===== config.mk =====
export PLATFORM = sky130hd
export DESIGN_NAME = irq_edge_flag_ctrl
export DESIGN_NICKNAME = d
export VERILOG_FILES = /design/src/rtl/irq_edge_pkg.sv /design/src/rtl/irq_pin_sense.sv /design/src/rtl/irq_addr_decode.sv /design/src/rtl/irq_edge_flag_ctrl.sv
export SDC_FILE = /design/constraint.sdc
export NUM_CORES = 1
export LEC_CHECK = 0
export BUFFER_PORTS_ARGS = -buffer_cell sky130_fd_sc_hd__buf_2
export CAP_MARGIN = 20
export CORE_MARGIN = 3
export CORE_UTILIZATION = 50
export CTS_CLUSTER_DIAMETER = 150
export CTS_CLUSTER_SIZE = 28
export DETAILED_ROUTE_END_ITERATION = 8
export HOLD_SLACK_MARGIN = 0.02
export PLACE_DENSITY = 0.85
export SLEW_MARGIN = 20
export SYNTH_ARGS = -nofsm -noshare
export SYNTH_HDL_FRONTEND = slang
export SYNTH_HIERARCHICAL = 1
export SYNTH_SLANG_ARGS = --single-unit

===== constraint.sdc =====
create_clock -name clk -period 1.42 [get_ports clk]
set_input_delay 0.142 -clock clk [delete_from_list [all_inputs] [get_ports clk]]
set_output_delay 0.142 -clock clk [all_outputs]
set_load 0.02 [all_outputs]

===== src/rtl/irq_edge_pkg.sv =====
package irq_edge_pkg;

  localparam int REG_COUNT = 8;
  localparam int OFF_W     = 3;

  // offsets inside the window that carry live state
  localparam logic [OFF_W-1:0] OFF_POL  = 3'd0;
  localparam logic [OFF_W-1:0] OFF_EN   = 3'd2;
  localparam logic [OFF_W-1:0] OFF_PEND = 3'd5;

  // constant bits each register returns regardless of writes
  function automatic logic [7:0] fixed_bits(input logic [OFF_W-1:0] off);
    case (off)
      OFF_POL:  fixed_bits = 8'h70;
      OFF_EN:   fixed_bits = 8'h10;
      OFF_PEND: fixed_bits = 8'h10;
      default:  fixed_bits = 8'h00;
    endcase
  endfunction

  // polarity 1 = rising, 0 = falling
  function automatic logic edge_hit(input logic pol, input logic cur, input logic prev);
    edge_hit = pol ? (cur & ~prev) : (~cur & prev);
  endfunction

  // detection outranks clearing so that no event is dropped
  function automatic logic flag_next(input logic flag, input logic hit, input logic clr);
    flag_next = (flag & ~clr) | hit;
  endfunction

endpackage


===== src/rtl/irq_pin_sense.sv =====
module irq_pin_sense #(
  parameter int SYNC_STAGES = 2
) (
  input  logic clk,
  input  logic rst_n,
  input  logic pin_i,
  input  logic pol_i,
  output logic hit_o
);
  import irq_edge_pkg::*;

  localparam int MSB = SYNC_STAGES - 1;

  logic [MSB:0] sync_q;
  logic         prev_q;

  // prev_q follows the synchronised level every cycle, so a polarity
  // change alone never produces a detection
  always_ff @(posedge clk or negedge rst_n) begin
    if (!rst_n) begin
      sync_q <= '0;
      prev_q <= 1'b0;
    end else begin
      sync_q <= {sync_q[MSB-1:0], pin_i};
      prev_q <= sync_q[MSB];
    end
  end

  assign hit_o = edge_hit(pol_i, sync_q[MSB], prev_q);

endmodule


===== src/rtl/irq_addr_decode.sv =====
module irq_addr_decode #(
  parameter int              ADDR_W = 8,
  parameter logic [ADDR_W-1:0] BASE = 8'hF2
) (
  input  logic [ADDR_W-1:0]                addr_i,
  output logic                             in_range_o,
  output logic [irq_edge_pkg::OFF_W-1:0]   off_o
);
  import irq_edge_pkg::*;

  localparam logic [ADDR_W-1:0] SPAN = ADDR_W'(REG_COUNT);

  logic [ADDR_W-1:0] delta;

  assign delta      = addr_i - BASE;
  assign in_range_o = (addr_i >= BASE) && (delta < SPAN);
  assign off_o      = delta[OFF_W-1:0];

endmodule


===== src/rtl/irq_edge_flag_ctrl.sv =====
module irq_edge_flag_ctrl #(
  parameter int N_SRC       = 4,
  parameter int ADDR_W      = 8,
  parameter int SYNC_STAGES = 2,
  parameter logic [ADDR_W-1:0] BASE = 8'hF2
) (
  input  logic              clk,
  input  logic              rst_n,
  input  logic [3:0]        irq_pin_i,
  input  logic [ADDR_W-1:0] addr_i,
  input  logic [7:0]        wdata_i,
  input  logic              wr_en_i,
  input  logic              rd_en_i,
  output logic [7:0]        rdata_o,
  output logic              irq_o
);
  import irq_edge_pkg::*;

  localparam int PAD = 8 - N_SRC;

  logic [N_SRC-1:0] pol_q, en_q, pend_q;
  logic [N_SRC-1:0] hit, clr, masked;
  logic             in_range;
  logic [OFF_W-1:0] off;
  logic             wr_ok, pol_we, en_we, pend_we;
  logic [7:0]       live_val;

  irq_addr_decode #(.ADDR_W(ADDR_W), .BASE(BASE)) u_dec (
    .addr_i     (addr_i),
    .in_range_o (in_range),
    .off_o      (off)
  );

  for (genvar i = 0; i < N_SRC; i++) begin : g_pin
    irq_pin_sense #(.SYNC_STAGES(SYNC_STAGES)) u_sense (
      .clk   (clk),
      .rst_n (rst_n),
      .pin_i (irq_pin_i[i]),
      .pol_i (pol_q[i]),
      .hit_o (hit[i])
    );
  end

  assign wr_ok   = wr_en_i && in_range;
  assign pol_we  = wr_ok && (off == OFF_POL);
  assign en_we   = wr_ok && (off == OFF_EN);
  assign pend_we = wr_ok && (off == OFF_PEND);
  assign clr     = pend_we ? ~wdata_i[N_SRC-1:0] : '0;

  always_ff @(posedge clk or negedge rst_n) begin
    if (!rst_n) begin
      pol_q <= '0;
      en_q  <= '0;
    end else begin
      if (pol_we) pol_q <= wdata_i[N_SRC-1:0];
      if (en_we)  en_q  <= wdata_i[N_SRC-1:0];
    end
  end

  always_ff @(posedge clk or negedge rst_n) begin
    if (!rst_n) begin
      pend_q <= '0;
    end else begin
      for (int i = 0; i < N_SRC; i++)
        pend_q[i] <= flag_next(pend_q[i], hit[i], clr[i]);
    end
  end

  always_comb begin
    case (off)
      OFF_POL:  live_val = {{PAD{1'b0}}, pol_q};
      OFF_EN:   live_val = {{PAD{1'b0}}, en_q};
      OFF_PEND: live_val = {{PAD{1'b0}}, pend_q};
      default:  live_val = 8'h00;
    endcase
  end

  assign rdata_o = (rd_en_i && in_range) ? (fixed_bits(off) | live_val) : 8'h00;
  assign masked  = pend_q & en_q;
  assign irq_o   = |masked;

endmodule


==> results of run 1 <==
through the flow:
step | worst slack [ns] | hold slack (ns) | instance area, um^2
global placement | -0.4218 | 0.1337 | 1326
detailed placement | -0.4680 | 0.1402 | 1326
CTS | -0.06045 | 0.08147 | 1569
floorplan | -0.2627 | -0.1536 | 1165
global route | -0.1531 | 0.08699 | 1650
finish | -0.08959 | 0.09076 | 1650
final cells by class:
class	instances	share of cell area [%]
flip-flops and latches	24	36.39
multi-input cells	58	32.07
repair buffers	54	24.72
inverters	4	2.578
clock buffers	4	2.199
well taps	27	2.047
flip-flops by register name, summed over array words and instances, names as in the netlist:
name,count
g_pin.u_sense/sync_q,8
en_q,4
g_pin.u_sense/prev_q,4
pend_q,4
pol_q,4
repair_timing:
action	CTS	global route
endpoints found under the setup margin	11	17
buffers inserted	10	7
gates resized for setup	24	9
cloned	0	0
pin swaps	7	4
hold buffers	5	0
endpoints found under the hold margin	28	0
power breakdown:
group	total (uW)	leakage, uW	internal [uW]	switching [uW]
logic	243	0.000474	131	112
registers	727	0.000286	711	15.8
clock network	352	0.0000210	157	196
path summary, 6_finish.rpt:
path / cells after the start / endpoint / slack (ns)
max: 4 / rdata_o[3] / -0.09
min reg2reg: 0 / g_pin[0].u_sense/sync_q[1]$_DFF_PN0_ / 0.37
min: 2 / pol_q[0]$_DFFE_PN0P_ / 0.09
min in group asynchronous: 2 / g_pin[3].u_sense/sync_q[1]$_DFF_PN0_ / 0.31
max in group asynchronous: 2 / g_pin[0].u_sense/sync_q[0]$_DFF_PN0_ / 0.76
max reg2reg: 5 / pend_q[3]$_DFF_PN0_ / 0.36
logic make-up (layout without fill, tap and decap cells):
kind of cell             after synthesis  count (layout)  synth area share (%)
AO/OA/AOI/OAI                         17              17                 11.38
adder cells (fa/ha/maj)                1               1                 1.116
buffers and inverters                  9              62                 5.356
flip-flops                            24              24                 53.57
multiplexers                          12              12                 13.39
other                                  1               1                0.3345
AND/OR/NAND/NOR                       27              27                 14.84
cells in the mapped netlist (3+ instances only):
| master | count | area [um^2] |
|---|---|---|
| dfrtp_1 | 24 | 600.6 |
| nor2_1 | 6 | 22.52 |
| mux2_2 | 8 | 90.09 |
| mux2_4 | 4 | 60.06 |
| inv_1 | 4 | 15.01 |
| nand2_1 | 3 | 11.26 |
| nand3b_1 | 5 | 37.54 |
| o31ai_1 | 4 | 30.03 |
| a22oi_1 | 6 | 45.04 |
| nand2b_1 | 8 | 50.05 |
| o21ai_2 | 4 | 35.03 |
| buf_4 | 3 | 22.52 |
critical path: stages, from the launching register on:
cell and delay, ns:
dfrtp_1 0.42, mux2_4 0.28, a22oi_2 0.14, nor2_1 0.06, buf_4 0.15
per-layer routing:
| metal | routed length [um] | vias up | global-route usage (%) | part of all wire, % |
|---|---|---|---|---|
| li1 | - | 429 | - | - |
| met1 | 1140 | 475 | 23.91 | 39 |
| met2 | 1503 | 50 | 38.57 | 51 |
| met3 | 189 | 10 | 3.944 | 6.5 |
| met4 | 89 | 0 | 8.511 | 3.0 |
| met5 | 0 | - | 0 | 0 |
==> run_results.csv, run 1 <==
group,metric,value,unit
die,boundaryPins,33,
cts,tritoncts,"done",
critical_path,worstSetupPathType,"reg2out",
cts,cts.clk_slew.worst_paths,0.13,ns
routing,antenna_violating_nets_post_route,0,
routing,detailroute.via_count,964,
hold_path,hold_class,"in2reg",
cts,h-tree-depth,1,
power,power_total,1322,uW
sta,finalCritPeriodShare,106.3,%
status,failing_checks,"negative setup slack",
routing,drt-vias-per-instance,5.637,
job,max_cap_violations,0,
die,die_w,53.35,um
cts,clockBufferDepth,2,
routing,detail_route.wl_per_cell,17.10,um
cts,number_of_sinks_on_the_clock_net,24,
die,fp.coreArea,2042,um^2
sta,timing_max_transition_violations_final,0,
sta,clock-skew-final,0.005467,ns
global_route,first_pass_grt_wire_length,4.209,mm
cells_and_area,mostFrequentLayoutCell,"dfrtp_1",
critical_path,critical_path_peak_fanout,2,
cells_and_area,utilization,80.82,%
critical_path,timing.critical_path.to_type,"output port",
placement,gp_congestion,0.8787,
synth,async_reset_ff_share,100.0,%
cells_and_area,filler_cell_count,108,
cts,ctsRootBufferMaster,"clkbuf_4",
cts,cts_made_buffers,3,
synth,synth_area_per_cell,12.32,um^2
sta,finalHoldViolCount,0,
synth,postSynthRegisterBits,24,
sta,slew_headroom,66.21,%
sta,worstMarginPinSlew,0.5068,ns
routing,drt_wl_total,2.924,mm
die,dieArea,2846,um^2
die,starting_density_of_the_core,54.90,%
global_route,grt_max_degree,25,
synth,yosysUniqueCellTypes,22,
hold_path,hold_path_startpoint,"wdata_i[0]",
cells_and_area,drive_above_1_share,61.11,%
sta,finalCriticalPeriod,1.510,ns
sta,timing.final.setup_violations,10,
critical_path,timing.rr.start,"pol_q[3]$_DFFE_PN0P_",
synth,yosys_warnings,6,
synth,synth.yosys.seq_area_share,53.57,%
synth,syn-num-nets,116,
critical_path,crit_required,1.28,ns
critical_path,critPathArrivalTime,1.37,ns
global_route,grt_use_total,21.21,%
cells_and_area,areaGrowthSynthToFinish,47.21,%
power,power.static_leakage,0.0007810,uW
synth,number_of_flops_mapped_to_enable_cells_by_yosys,0,
power,power_per_cell_area,800.9,nW/um^2
sta,rsz0062_at_grt,"yes",
sta,fmax,0.6624,GHz
sta,final_critical_path_setup_slack,-0.08959,ns
critical_path,cp-start-kind,"register",
cells_and_area,nets,170,
synth,netlist_instances,91,
global_route,global_route_congestion_overflow_total,0,
critical_path,worstSetupStartpoint,"pol_q[3]$_DFFE_PN0P_",
synth,total_standard_cell_area_after_synthesis,1121,um^2
cells_and_area,seq_area,600.6,um^2
placement,dp_hpwl,1.636,mm
cells_and_area,mostFrequentLayoutCells,"24 x dfrtp_1, 23 x buf_4, 20 x buf_2",
global_route,antenna_found_initial,0,
die,core.rowCount,16,
power,vdd_drop_max,0.8628,mV
cells_and_area,final-instance-count-excl-fill,171,
cells_and_area,antenna_cells_inserted,0,
cts,clkLatencyLatePin,0.31,ns
routing,drt_iter0_drc,22,
placement,place.detailed.instances,145,
die,chipHeight,53.35,um
synth,ys_dominant_reg_cell,"dfrtp_1",
global_route,first_global_vias,941,
status,result_of_the_run,"complete, but fails checks",
sta,setup_tns,-0.6353,ns
routing,firstDrtPassIters,4,
routing,drc_errors,0,
placement,count_of_input_and_output_buffers,27,
cells_and_area,multi_input_comb_area,529.3,um^2
Note: power is estimated with default switching activity, not from simulation.
==> run 2: changes to the inputs <==
--- a/config.mk
+++ b/config.mk
@@ -7,8 +7,10 @@
 export LEC_CHECK = 0
 export BUFFER_PORTS_ARGS = -buffer_cell sky130_fd_sc_hd__buf_2
 export CAP_MARGIN = 20
-export CORE_MARGIN = 3
-export CORE_UTILIZATION = 50
+export CELL_PAD_IN_SITES_DETAIL_PLACEMENT = 1
+export CELL_PAD_IN_SITES_GLOBAL_PLACEMENT = 2
+export CORE_MARGIN = 1
+export CORE_UTILIZATION = 32
 export CTS_CLUSTER_DIAMETER = 150
 export CTS_CLUSTER_SIZE = 28
 export DETAILED_ROUTE_END_ITERATION = 8
@@ -17,5 +19,4 @@
 export SLEW_MARGIN = 20
 export SYNTH_ARGS = -nofsm -noshare
 export SYNTH_HDL_FRONTEND = slang
-export SYNTH_HIERARCHICAL = 1
 export SYNTH_SLANG_ARGS = --single-unit
==> run_results.csv, run 2 <==
group,metric,value,unit
critical_path,critPathArrivalTime,1.31,ns
synth,number_of_flops_mapped_to_enable_cells_by_yosys,0,
global_route,first_global_vias,956,
sta,fmax,0.6870,GHz
synth,synth_largest_area_cell,"dfrtp_1",
sta,finalCritPeriodShare,102.5,%
sta,finalCriticalPeriod,1.456,ns
routing,drt-vias-per-instance,4.692,
synth,netlist_instances,89,
sta,final_critical_path_setup_slack,-0.03551,ns
cells_and_area,filler_cell_count,367,
cells_and_area,mostFrequentLayoutCells,"24 x dfrtp_1, 22 x buf_4, 19 x buf_2",
synth,synth.yosys.seq_area_share,54.67,%
sta,timing.final.setup_violations,4,
cells_and_area,utilization,50.83,%
synth,ys_dominant_reg_cell,"dfrtp_1",
cells_and_area,largest_register_ff_count,8,
global_route,grt_max_degree,25,
routing,drt_wl_total,2.579,mm
critical_path,worstSetupPathType,"reg2out",
cells_and_area,multi_input_comb_area,541.8,um^2
synth,yosysUniqueCellTypes,25,
cts,h-tree-depth,1,
hold_path,hold_class,"in2reg",
synth,synth.cells.most_frequent,"24 x dfrtp_1, 8 x mux2_2, 7 x nor2_1",
routing,detail_route.wl_per_cell,14.17,um
sta,finalHoldViolCount,0,
cells_and_area,mostFrequentLayoutCell,"dfrtp_1",
placement,place_ws,-0.1924,ns
die,die_w,60.59,um
cells_and_area,seq_area,600.6,um^2
routing,antenna_violating_nets_post_route,0,
critical_path,worst-r2r-cell-count,3,
critical_path,timing.critical_path.to_type,"output port",
die,boundaryPins,33,
power,vdd_drop_max,0.6030,mV
sta,clock-skew-final,0.004211,ns
status,result_of_the_run,"complete, but fails checks",
critical_path,cp-start-kind,"register",
die,starting_density_of_the_core,34.84,%
cts,cts.clk_slew.worst_paths,0.12,ns
critical_path,critPathMaxStageDelay,0.42,ns
cells_and_area,largest_reg_by_ff_count,"g_pin.u_sense.sync_q",
cells_and_area,drive_above_1_share,58.70,%
sta,timing_max_transition_violations_final,0,
routing,detailroute.via_count,854,
global_route,global_route_congestion_overflow_total,0,
die,fp.coreArea,3153,um^2
cells_and_area,nets,164,
global_route,grt_use_total,16.19,%
synth,post_synth_main_area_contributors,"dfrtp_1 55%, mux2_2 8.2%, mux2_4 5.5%, a22oi_1 4.1%, or3b_2 3.2%",
sta,worstMarginPinSlew,0.5131,ns
placement,dp_hpwl,1.800,mm
routing,drt_iter0_drc,23,
cts,ctsRootBufferMaster,"clkbuf_4",
critical_path,crit_required,1.28,ns
critical_path,critical_path_peak_fanout,2,
critical_path,timing.rr.start,"pol_q[2]$_DFFE_PN0P_",
cts,cts_made_buffers,3,
synth,yosys_warnings,0,
synth,syn-num-nets,114,
global_route,antenna_found_initial,0,
global_route,first_pass_grt_wire_length,4.319,mm
critical_path,cpMaxStageDelayCell,"dfrtp_1",
placement,count_of_input_and_output_buffers,27,
cells_and_area,areaGrowthSynthToFinish,45.90,%
hold_path,worst_hold_path.num_cells,2,
placement,gp_congestion,0.7843,
die,dieArea,3671,um^2
synth,async_reset_ff_share,100.0,%
hold_path,hold_path_startpoint,"wdata_i[3]",
status,failing_checks,"negative setup slack",
critical_path,rrSetupSlack,0.25,ns
synth,synth_area_per_cell,12.34,um^2
critical_path,regToRegEndpoint,"pend_q[2]$_DFF_PN0_",
cts,clkLatencyLatePin,0.30,ns
sta,slew_headroom,65.79,%
routing,drc_errors,0,
critical_path,worstPathBufferInverterCount,1,
synth,synth.top_cell.area_share,54.67,%
routing,firstDrtPassIters,4,
cts,tritoncts,"done",
synth,postSynthRegisterBits,24,
cts,clockBufferDepth,2,
cells_and_area,antenna_cells_inserted,0,
sta,rsz0062_at_grt,"yes",
power,power_per_cell_area,817.6,nW/um^2
power,power.static_leakage,0.0007383,uW
critical_path,path_delay_family,"flip-flops",
die,chipHeight,60.59,um
hold_path,hold-path-endpoint,"pol_q[3]$_DFFE_PN0P_",
cts,number_of_sinks_on_the_clock_net,24,
job,max_cap_violations,0,
synth,total_standard_cell_area_after_synthesis,1099,um^2
critical_path,timing.critical_path.cells,"mux2_4 -> a22oi_2 -> nor2_1 -> buf_4",
die,core.rowCount,20,
synth,post-synth-top-count-cell,"dfrtp_1",
-- run 2: worst max path at each step --
stage,start,to,slack (ns),cells after the start
after CTS,pol_q[2]$_DFFE_PN0P_,rdata_o[2],-0.05,4
final,pol_q[2]$_DFFE_PN0P_,rdata_o[2],-0.04,4
after global routing,en_q[0]$_DFFE_PN0P_,rdata_o[0],-0.13,4
after global placement,addr_i[2],en_q[0]$_DFFE_PN0P_,-0.17,7
after detailed placement,addr_i[2],en_q[0]$_DFFE_PN0P_,-0.19,7
after floorplan,addr_i[1],pol_q[0]$_DFFE_PN0P_,-0.15,8
-- run 2: power by group --
part | internal, uW | switching (uW)
Clock | 156 | 185
Combinational | 140 | 101
Sequential | 712 | 15.7
-- run 2: metal layers --
layer	wire length, um	global-route usage, %	vias up
li1	-	-	411
met1	1080	18.96	414
met2	1373	30.77	25
met3	95	1.493	4
met4	29	5.519	0
met5	0	0	-
-- run 2: repair_timing --
action,CTS,global route
hold endpoints to repair,28,0
endpoints found under the setup margin,5,8
pin swaps,3,7
setup buffers,9,0
hold buffers,5,0
gates cloned,0,0
gates resized for setup,16,12
-- run 2: cells by family (layout without fill, tap and decap cells) --
family	Yosys count	after routing	share of synthesized area, %
compound gates	12	12	7.061
xor+xnor	1	1	0.7974
fa+ha+maj	1	1	1.139
buf+inv	7	56	4.783
flops	24	24	54.67
mux	12	12	13.67
other cells	1	1	0.3414
simple gates	31	31	17.54
-- run 2: layout make-up --
| type | instances | share of cell area, % |
|---|---|---|
| flip-flops and latches | 24 | 37.47 |
| multi-input cells | 58 | 33.80 |
| repair buffers | 50 | 22.40 |
| well taps | 44 | 3.435 |
| clock buffers | 4 | 2.264 |
| inverters | 2 | 0.6245 |
-- run 2: stage by stage --
stage          power [uW]  cell area, um^2  hold WS [ns]  setup TNS [ns]  std cells
2_1_floorplan       835.2             1141       -0.1536         -0.8716         89
3_3_place_gp        910.5             1343        0.1409          -1.933        164
3_5_place_dp        918.8             1343        0.1496          -2.261        164
4_1_cts              1314             1562       0.08556         -0.1684        182
5_1_grt              1388             1603       0.07613         -0.5264        182
6_report             1310             1603       0.09911        -0.09152        182
-- run 2: worst register-to-register path, cell delays in order (launching register included) --
cell and delay [ns]:
dfrtp_1 0.42, buf_4 0.15, or3b_2 0.45, nand3_1 0.09
==> run 3: changes to the inputs <==
--- a/config.mk
+++ b/config.mk
@@ -15,6 +15,7 @@
 export CTS_CLUSTER_SIZE = 28
 export DETAILED_ROUTE_END_ITERATION = 8
 export HOLD_SLACK_MARGIN = 0.02
+export MAX_ROUTING_LAYER = met4
 export PLACE_DENSITY = 0.85
 export SLEW_MARGIN = 20
 export SYNTH_ARGS = -nofsm -noshare
==> run_results.csv, run 3 (synthesis results as in run 2) <==
group,metric,value,unit
cells_and_area,mostFrequentLayoutCell,"dfrtp_1",
critical_path,crit_required,1.28,ns
power,power.static_leakage,0.0007383,uW
power,power_total,1312,uW
die,fp.coreArea,3153,um^2
sta,rsz0062_at_grt,"yes",
die,chipHeight,60.59,um
critical_path,cp-start-kind,"register",
cells_and_area,areaGrowthSynthToFinish,45.90,%
sta,slew_headroom,65.77,%
critical_path,timing.critical_path.to_type,"output port",
cts,clkLatencyLatePin,0.30,ns
power,intPower,1008,uW
routing,detail_route.wl_per_cell,14.19,um
sta,finalHoldViolCount,0,
routing,firstDrtPassIters,4,
cts,cts.clk_slew.worst_paths,0.13,ns
hold_path,hold_class,"in2reg",
sta,timing.final.setup_violations,4,
sta,finalCriticalPeriod,1.456,ns
die,die_w,60.59,um
critical_path,critPathArrivalTime,1.31,ns
sta,finalCritPeriodShare,102.6,%
cts,cts_made_buffers,3,
placement,dp_hpwl,1.800,mm
placement,place.detailed.instances,164,
routing,drt_wl_total,2.582,mm
power,gate_power_share,18.4,%
critical_path,worstSetupPathType,"reg2out",
status,result_of_the_run,"complete, but fails checks",
status,failing_checks,"negative setup slack",
power,p_clk_share,26.1,%
global_route,antenna_found_initial,0,
placement,count_of_input_and_output_buffers,27,
die,starting_density_of_the_core,34.84,%
critical_path,worst-r2r-cell-count,3,
cells_and_area,final-instance-count-excl-fill,182,
routing,antenna_violating_nets_post_route,0,
cells_and_area,largest_reg_by_ff_count,"g_pin.u_sense.sync_q",
sta,clock-skew-final,0.005341,ns
cells_and_area,filler_cell_count,367,
power,power_per_cell_area,818.4,nW/um^2
cts,h-tree-depth,1,
power,power.switching,303.6,uW
cts,ctsRootBufferMaster,"clkbuf_4",
global_route,first_pass_grt_wire_length,4.319,mm
sta,timing_max_transition_violations_final,0,
hold_path,worst_hold_path.num_cells,2,
power,p_sw_share,23.15,%
placement,total_cell_area_at_the_placement_stage,1343,um^2
sta,worstMarginPinSlew,0.5135,ns
power,vdd_drop_max,0.6028,mV
cts,tritoncts,"done",
global_route,global_route_congestion_overflow_total,0,
sta,final_critical_path_setup_slack,-0.03633,ns
critical_path,regToRegEndpoint,"pend_q[2]$_DFF_PN0_",
routing,drt-vias-per-instance,4.698,
cells_and_area,drive_above_1_share,58.70,%
global_route,first_global_vias,957,
sta,hold_slack,0.09750,ns
global_route,grt_max_degree,25,
routing,drc_errors,0,
critical_path,critical_path_peak_fanout,2,
cells_and_area,nets,164,
cells_and_area,finish.instance_area,1603,um^2
global_route,grt_use_total,16.67,%
routing,drt_iter0_drc,23,
critical_path,timing.rr.start,"pol_q[2]$_DFFE_PN0P_",
hold_path,hold_path_startpoint,"wdata_i[3]",
critical_path,rrSetupSlack,0.25,ns
cts,clockBufferDepth,2,
cells_and_area,largest_register_ff_count,8,
cts,number_of_sinks_on_the_clock_net,24,
sta,fmax,0.6867,GHz
power,pwr-share-seq,55.5,%
routing,detailroute.via_count,855,
die,dieArea,3671,um^2
die,core.rowCount,20,
cells_and_area,antenna_cells_inserted,0,
hold_path,hold-path-endpoint,"pol_q[3]$_DFFE_PN0P_",
placement,gp_congestion,0.7952,
cells_and_area,utilization,50.83,%
die,boundaryPins,33,
job,max_cap_violations,0,
cells_and_area,mostFrequentLayoutCells,"24 x dfrtp_1, 22 x buf_4, 19 x buf_2",
run 3: cell counts in the layout (fill, tap and decap cells not counted):
No cell type changed its count.
run 3: how the worst max path moves through the flow:
stage,from,to,slack (ns)
3_3_place_gp,addr_i[2],en_q[0]$_DFFE_PN0P_,-0.17
4_1_cts,pol_q[2]$_DFFE_PN0P_,rdata_o[2],-0.05
2_1_floorplan,addr_i[1],pol_q[0]$_DFFE_PN0P_,-0.15
3_5_place_dp,addr_i[2],en_q[0]$_DFFE_PN0P_,-0.19
5_1_grt,en_q[0]$_DFFE_PN0P_,rdata_o[0],-0.13
6_report,en_q[2]$_DFFE_PN0P_,rdata_o[2],-0.04
run 3: metal layers:
metal	vias up	wire [um]	GRT usage, %
met1	416	1076	18.83
met3	4	95	1.493
li1	410	-	-
met2	25	1379	30.77
met4	0	29	5.519
met5	-	0	-
run 3: what timing repair did:
item	4_1_cts	5_1_grt
gates resized for setup	16	12
hold endpoints to repair	28	0
buffers inserted	9	0
hold buffers	5	0
pin swaps	3	7
endpoints found under the setup margin	5	8
run 3: cell type report:
type / instances / area [um^2] / share of cell area [%]
Clock buffer: 4 / 36.28 / 2.264
Inverter: 2 / 10.01 / 0.6245
Multi-Input combinational cell: 58 / 541.8 / 33.80
Sequential cell: 24 / 600.6 / 37.47
Tap cell: 44 / 55.05 / 3.435
Timing Repair Buffer: 50 / 359.1 / 22.40
run 3: metrics by stage:
step | worst slack (ns) | setup TNS (ns)
floorplan | -0.1486 | -0.8716
global placement | -0.1716 | -1.933
detailed placement | -0.1924 | -2.261
CTS | -0.05331 | -0.1684
global route | -0.1339 | -0.5158
finish | -0.03633 | -0.09411
run 3: power groups by stage:
stage          clock, uW  combinational [uW]  sequential (uW)
2_1_floorplan          0                97.1              738
3_3_place_gp           0                 167              743
3_5_place_dp           0                 174              745
4_1_cts              361                 226              727
5_1_grt              387                 263              732
6_report             343                 241              728
run 3: worst max-delay path, stage by stage (launching register included):
cell and delay (ns):
dfrtp_1 0.41, mux2_4 0.27, a22oi_2 0.12, nor2_1 0.06
buf_4 0.15
